$ cat config.mk
export PLATFORM = sky130hd
export DESIGN_NAME = task_dispatch
export DESIGN_NICKNAME = d
export VERILOG_FILES = /design/src/rtl/tdisp_pkg.sv /design/src/rtl/tdisp_trig_sel.sv /design/src/rtl/tdisp_prio.sv /design/src/rtl/tdisp_vec_file.sv /design/src/rtl/task_dispatch.sv
export SDC_FILE = /design/constraint.sdc
export NUM_CORES = 1
export LEC_CHECK = 0
export ABC_CLOCK_PERIOD_IN_PS = 3400
export CAP_MARGIN = 20
export CORE_MARGIN = 5
export CORE_UTILIZATION = 55
export CTS_BUF_LIST = sky130_fd_sc_hd__clkbuf_4 sky130_fd_sc_hd__clkbuf_8
export CTS_CLUSTER_SIZE = 40
export DETAILED_ROUTE_END_ITERATION = 6
export GPL_ROUTABILITY_DRIVEN = 0
export PLACE_DENSITY = 0.94
export SYNTH_ARGS = -nofsm -noshare
export SYNTH_HDL_FRONTEND = slang
export SYNTH_HIERARCHICAL = 1
export SYNTH_SLANG_ARGS = --single-unit
export TNS_END_PERCENT = 100
$ cat constraint.sdc
create_clock -name clk -period 3.4 [get_ports clk]
set_input_delay 0.68 -clock clk [delete_from_list [all_inputs] [get_ports clk]]
set_output_delay 0.68 -clock clk [all_outputs]
set_load 0.05 [all_outputs]
$ cat src/rtl/tdisp_pkg.sv
package tdisp_pkg;
  localparam int SEL_W = 3;

  typedef enum logic [SEL_W-1:0] {
    SEL_ENABLE = 3'd0,
    SEL_FORCE  = 3'd1,
    SEL_PCLR   = 3'd2,
    SEL_OCLR   = 3'd3,
    SEL_SRC    = 3'd4
  } reg_sel_e;
endpackage

$ cat src/rtl/tdisp_trig_sel.sv
module tdisp_trig_sel #(
  parameter int N_TASKS = 8
) (
  input  logic [N_TASKS-1:0] src_sel,
  input  logic [N_TASKS-1:0] adc_trig,
  input  logic [N_TASKS-1:0] alt_trig,
  output logic [N_TASKS-1:0] hw_req
);
  // one two-way mux per task
  for (genvar g = 0; g < N_TASKS; g++) begin : g_mux
    assign hw_req[g] = src_sel[g] ? alt_trig[g] : adc_trig[g];
  end
endmodule

$ cat src/rtl/tdisp_prio.sv
module tdisp_prio #(
  parameter int N_TASKS = 8,
  parameter int IDX_W   = 3
) (
  input  logic [N_TASKS-1:0] req,
  output logic [N_TASKS-1:0] grant,
  output logic [IDX_W-1:0]   idx,
  output logic               valid
);
  // lowest index wins: scan from the top so the last hit is the lowest
  always_comb begin
    grant = '0;
    idx   = '0;
    valid = 1'b0;
    for (int i = N_TASKS - 1; i >= 0; i--) begin
      if (req[i]) begin
        grant    = '0;
        grant[i] = 1'b1;
        idx      = IDX_W'(i);
        valid    = 1'b1;
      end
    end
  end
endmodule

$ cat src/rtl/tdisp_vec_file.sv
module tdisp_vec_file #(
  parameter int N_TASKS = 8,
  parameter int VEC_W   = 12,
  parameter int IDX_W   = 3
) (
  input  logic             clk,
  input  logic             we,
  input  logic [IDX_W-1:0] waddr,
  input  logic [VEC_W-1:0] wdata,
  input  logic [IDX_W-1:0] raddr,
  output logic [VEC_W-1:0] rdata
);
  logic [VEC_W-1:0] mem [N_TASKS];

  always_ff @(posedge clk) begin
    if (we && (int'(waddr) < N_TASKS)) mem[waddr] <= wdata;
  end

  // asynchronous read: distributed storage, the launch decision needs it at once
  assign rdata = mem[raddr];
endmodule

$ cat src/rtl/task_dispatch.sv
module task_dispatch
  import tdisp_pkg::*;
#(
  parameter int N_TASKS = 8,
  parameter int VEC_W   = 12,
  parameter int IDX_W   = (N_TASKS > 1) ? $clog2(N_TASKS) : 1
) (
  input  logic               clk,
  input  logic               rst,
  input  logic [N_TASKS-1:0] adc_trig,
  input  logic [N_TASKS-1:0] alt_trig,
  input  logic               wr_en,
  input  logic [SEL_W-1:0]   wr_sel,
  input  logic [N_TASKS-1:0] wr_data,
  input  logic               vec_we,
  input  logic [IDX_W-1:0]   vec_idx,
  input  logic [VEC_W-1:0]   vec_wdata,
  input  logic               task_stop,
  output logic [N_TASKS-1:0] pend_o,
  output logic [N_TASKS-1:0] en_o,
  output logic [N_TASKS-1:0] run_o,
  output logic [N_TASKS-1:0] ovf_o,
  output logic [N_TASKS-1:0] src_o,
  output logic [VEC_W-1:0]   pc_o,
  output logic               start_o,
  output logic [N_TASKS-1:0] done_irq_o
);
  logic [N_TASKS-1:0] pend_q, en_q, run_q, ovf_q, src_q, done_q;
  logic [VEC_W-1:0]   pc_q;
  logic               start_q, cool_q;

  logic [N_TASKS-1:0] hw_req, sw_req, pclr, oclr, grant, launch_mask;
  logic [IDX_W-1:0]   gidx;
  logic               gvalid, launch, stop_ok;
  logic [VEC_W-1:0]   vec_rd;

  tdisp_trig_sel #(.N_TASKS(N_TASKS)) trig_i (
    .src_sel (src_q),
    .adc_trig(adc_trig),
    .alt_trig(alt_trig),
    .hw_req  (hw_req)
  );

  tdisp_prio #(.N_TASKS(N_TASKS), .IDX_W(IDX_W)) prio_i (
    .req  (pend_q & en_q),
    .grant(grant),
    .idx  (gidx),
    .valid(gvalid)
  );

  tdisp_vec_file #(.N_TASKS(N_TASKS), .VEC_W(VEC_W), .IDX_W(IDX_W)) vec_i (
    .clk  (clk),
    .we   (vec_we),
    .waddr(vec_idx),
    .wdata(vec_wdata),
    .raddr(gidx),
    .rdata(vec_rd)
  );

  // decoded register writes
  assign sw_req = (wr_en && wr_sel == SEL_FORCE) ? wr_data : '0;
  assign pclr   = (wr_en && wr_sel == SEL_PCLR)  ? wr_data : '0;
  assign oclr   = (wr_en && wr_sel == SEL_OCLR)  ? wr_data : '0;

  // launch only when idle and not in the cycle right after a stop
  assign launch      = gvalid && (run_q == '0) && !cool_q;
  assign launch_mask = launch ? grant : '0;
  assign stop_ok     = task_stop && (run_q != '0);

  always_ff @(posedge clk) begin
    if (rst) begin
      pend_q  <= '0;
      en_q    <= '0;
      run_q   <= '0;
      ovf_q   <= '0;
      src_q   <= '0;
      done_q  <= '0;
      pc_q    <= '0;
      start_q <= 1'b0;
      cool_q  <= 1'b0;
    end else begin
      // requests are OR'd in last so they beat a same-cycle clear
      pend_q  <= (pend_q & ~pclr & ~launch_mask) | hw_req | sw_req;
      ovf_q   <= (ovf_q & ~oclr) | (hw_req & pend_q & ~launch_mask);
      if (wr_en && wr_sel == SEL_ENABLE) en_q  <= wr_data;
      if (wr_en && wr_sel == SEL_SRC)    src_q <= wr_data;
      start_q <= launch;
      done_q  <= stop_ok ? run_q : '0;
      cool_q  <= stop_ok;
      if (launch) begin
        run_q <= grant;
        pc_q  <= vec_rd;
      end else if (stop_ok) begin
        run_q <= '0;
      end
    end
  end

  assign pend_o     = pend_q;
  assign en_o       = en_q;
  assign run_o      = run_q;
  assign ovf_o      = ovf_q;
  assign src_o      = src_q;
  assign pc_o       = pc_q;
  assign start_o    = start_q;
  assign done_irq_o = done_q;
endmodule

==> results.sh <==
export IMPL_cts_hold_buf=0
export IMPL_period_share=0.835
export IMPL_die_area_sq_um=14200
export IMPL_syn_area_sq_um=6560
export IMPL_cp_end_kind="flip-flop"
export IMPL_hp_class="reg2reg"
export IMPL_grt_pass1_vias=4659
export IMPL_tns_ns=0
export IMPL_cellPowerDensity_nw_per_um2=472
export IMPL_post_drt_wl_per_cell_um=21.9
export IMPL_worst_slew_pin_slew_ns=0.981
export IMPL_ys_types=40
export IMPL_insertion_delay_ns=0.46
export IMPL_grt_overflow=0
export IMPL_drv_cap=0
export IMPL_hold_path_cell_count=2
export IMPL_path_class="reg2reg"
export IMPL_synth_edf_count=96
export IMPL_ys_seq_area_frac=0.629
export IMPL_r2r_start="pend_o[2]"
export IMPL_synthCells=451
export IMPL_p_int_mw=2.91
export IMPL_dp_cells=691
export IMPL_worst_slew_margin_rel=0.345
export IMPL_comb_power_share=0.120
export IMPL_synth_largest_area_cell="edfxtp_1"
export IMPL_synth_ff_type="edfxtp_1"
export IMPL_fp_row_count=39
export IMPL_run_status="completed"
export IMPL_routed_wl_um=15900
export IMPL_seqPwrFrac=0.553
export IMPL_cts_buffer_depth=2
export IMPL_cts_resized=0
export IMPL_cts_buffers=17
export IMPL_antenna_found_initial=0
export IMPL_die_w_um=119
export IMPL_synthesis_yosys_warnings=6
export IMPL_r2r_slack_ns=0.56
export IMPL_whs_ns=0.483
export IMPL_worstReg2RegEnd="pc_o[8]"
export IMPL_dr_total_vias=4404
export IMPL_drt_first_pass_iters=6
export IMPL_crit_path_start_kind="flip-flop"
export IMPL_syn_nets=498
export IMPL_async_flop_share=0
export IMPL_viasPerCell=6.09
export IMPL_rsz0062_at_grt="false"
export IMPL_grt_max_degree=40
export IMPL_netSwitchingPower_uw=949
export IMPL_switching_share=0.246
export IMPL_diodes=0
export IMPL_initial_core_util=0.567
export IMPL_area_delta_synth_final_pct=24.7
export IMPL_period_needed_ns=2.84
export IMPL_avgSynthCellArea_sq_um=14.5
export IMPL_ys_seq_elements=158
export IMPL_clock_fmax_ghz=0.352
export IMPL_netlist_area_leader_share=0.439
export IMPL_die_h_um=119
export IMPL_fin_area_sq_um=8180
export IMPL_setup_viol=0
export IMPL_root_buffer="clkbuf_8"
export IMPL_ant_nets=0
export IMPL_post_cts_setup_buffers=0
export IMPL_rr_worst_depth=8
export IMPL_holdCritStartpoint="en_o[2]"
export IMPL_clkSlewWorstSetupHoldPaths_ns=0.08
export IMPL_ios=108
export IMPL_peakVddDrop_mv=0.226
export IMPL_hold_path_end="en_o[2]"
export IMPL_htree_levels=4
export IMPL_layout_drive_gt1_share=0.164
export IMPL_io_buffers=107
export IMPL_hold_viol_final=0
export IMPL_yosysMostFrequentCell="edfxtp_1"
export IMPL_cts_sinks=158
export IMPL_ys_top_cells_by_area="edfxtp_1 (44%), dfxtp_1 (19%), mux4_1 (8.4%)"
export IMPL_drv_slew=0
export IMPL_fin_util=0.707
export IMPL_drcViolationCount=0
export IMPL_ys_top_cells_by_count="edfxtp_1 (96), dfxtp_1 (62), a21oi_1 (34)"
export IMPL_grtUsageTotal=0.228
export IMPL_finalNonFillerCells=723
export IMPL_fin_nets=614
export IMPL_first_iter_violations=530
export IMPL_dpl_cell_area_sq_um=7830
export IMPL_core_area_sq_um=11600
export IMPL_crit_fanout=24
export IMPL_post_dp_hpwl_um=10800
export IMPL_cts_tree="built"
export IMPL_grt_pass1_wl_um=24700
export IMPL_clkPwrFrac=0.327
export IMPL_finalClockSkew_ns=0.00720
export IMPL_crit_required_ns=3.75
export IMPL_p_leak_nw=2.79
export IMPL_worstPathArrival_ns=3.19
cells in the final DEF, fill, tap and decap left out, types with 18 or more instances in the layout:
cell	n
nand2b_1	20
a21oi_1	33
dfxtp_1	62
and2_1	18
clkdlybuf4s50_1	107
nand2_1	26
buf_4	19
mux4_1	21
nor2_1	18
edfxtp_1	96
how the worst max path moves through the flow:
stage / from / slack [ns] / end
2_1_floorplan: pend_o[2] / 0.73 / pc_o[10]
3_3_place_gp: pend_o[2] / 0.82 / pc_o[7]
3_5_place_dp: pend_o[2] / 0.63 / pc_o[8]
4_1_cts: pend_o[2] / 0.60 / pc_o[8]
5_1_grt: pend_o[2] / 0.57 / pc_o[8]
6_report: pend_o[2] / 0.56 / pc_o[8]
routing by layer:
metal,routed length [um],part of all wire,vias to the layer above,GRT usage
met5,0,0,-,0
met4,530,0.033,0,0.127
met3,1260,0.080,48,0.0649
met2,8080,0.51,237,0.393
met1,5990,0.38,2138,0.255
li1,-,-,1981,-
state kept, by name (all words and copies together) (netlist names):
register / cells
src_o: 8
ovf_o: 8
start_o: 1
pc_o: 12
done_irq_o: 8
run_o: 8
vec_i/mem: 96
en_o: 8
cool_q: 1
pend_o: 8
cells by family (layout without fill, tap and decap cells):
group	count (synthesis)	after routing	synth area share
multiplexers	52	52	0.146
AO/OA/AOI/OAI	78	78	0.0851
AND/OR/NAND/NOR	121	121	0.111
buffers and inverters	42	171	0.0296
flip-flops	158	158	0.629
worst max-delay path: stages (launching register included):
cell	delay, ns
dfxtp_1	0.34
and2_1	0.26
nor4b_2	0.34
nor2_1	0.11
a21oi_2	0.16
buf_4	0.37
mux4_1	0.65
mux2_2	0.29
a31o_2	0.21
power by group through the flow:
stage	sequential [mW]	combinational (mW)	clock [mW]
2_1_floorplan	2.28	0.160	0
3_3_place_gp	2.17	0.439	0
3_5_place_dp	2.18	0.459	0
4_1_cts	2.13	0.462	1.28
5_1_grt	2.14	0.486	1.36
6_report	2.13	0.462	1.26
cell type report:
cell class	count	area, sq um
flip-flops and latches	158	4120
fillers	751	3390
multi-input cells	251	2260
repair buffers	126	1210
clock buffers	23	279
well taps	143	179
clock inverters	9	72.6
inverters	13	48.8
stage by stage:
| stage | setup WS (ns) | total power, mW |
|---|---|---|
| floorplan | 0.732 | 2.44 |
| finish | 0.562 | 3.86 |
| detailed placement | 0.634 | 2.64 |
| global placement | 0.818 | 2.61 |
| CTS | 0.598 | 3.88 |
| global route | 0.566 | 3.98 |
No activity file was read; power rests on OpenSTA's default activity.
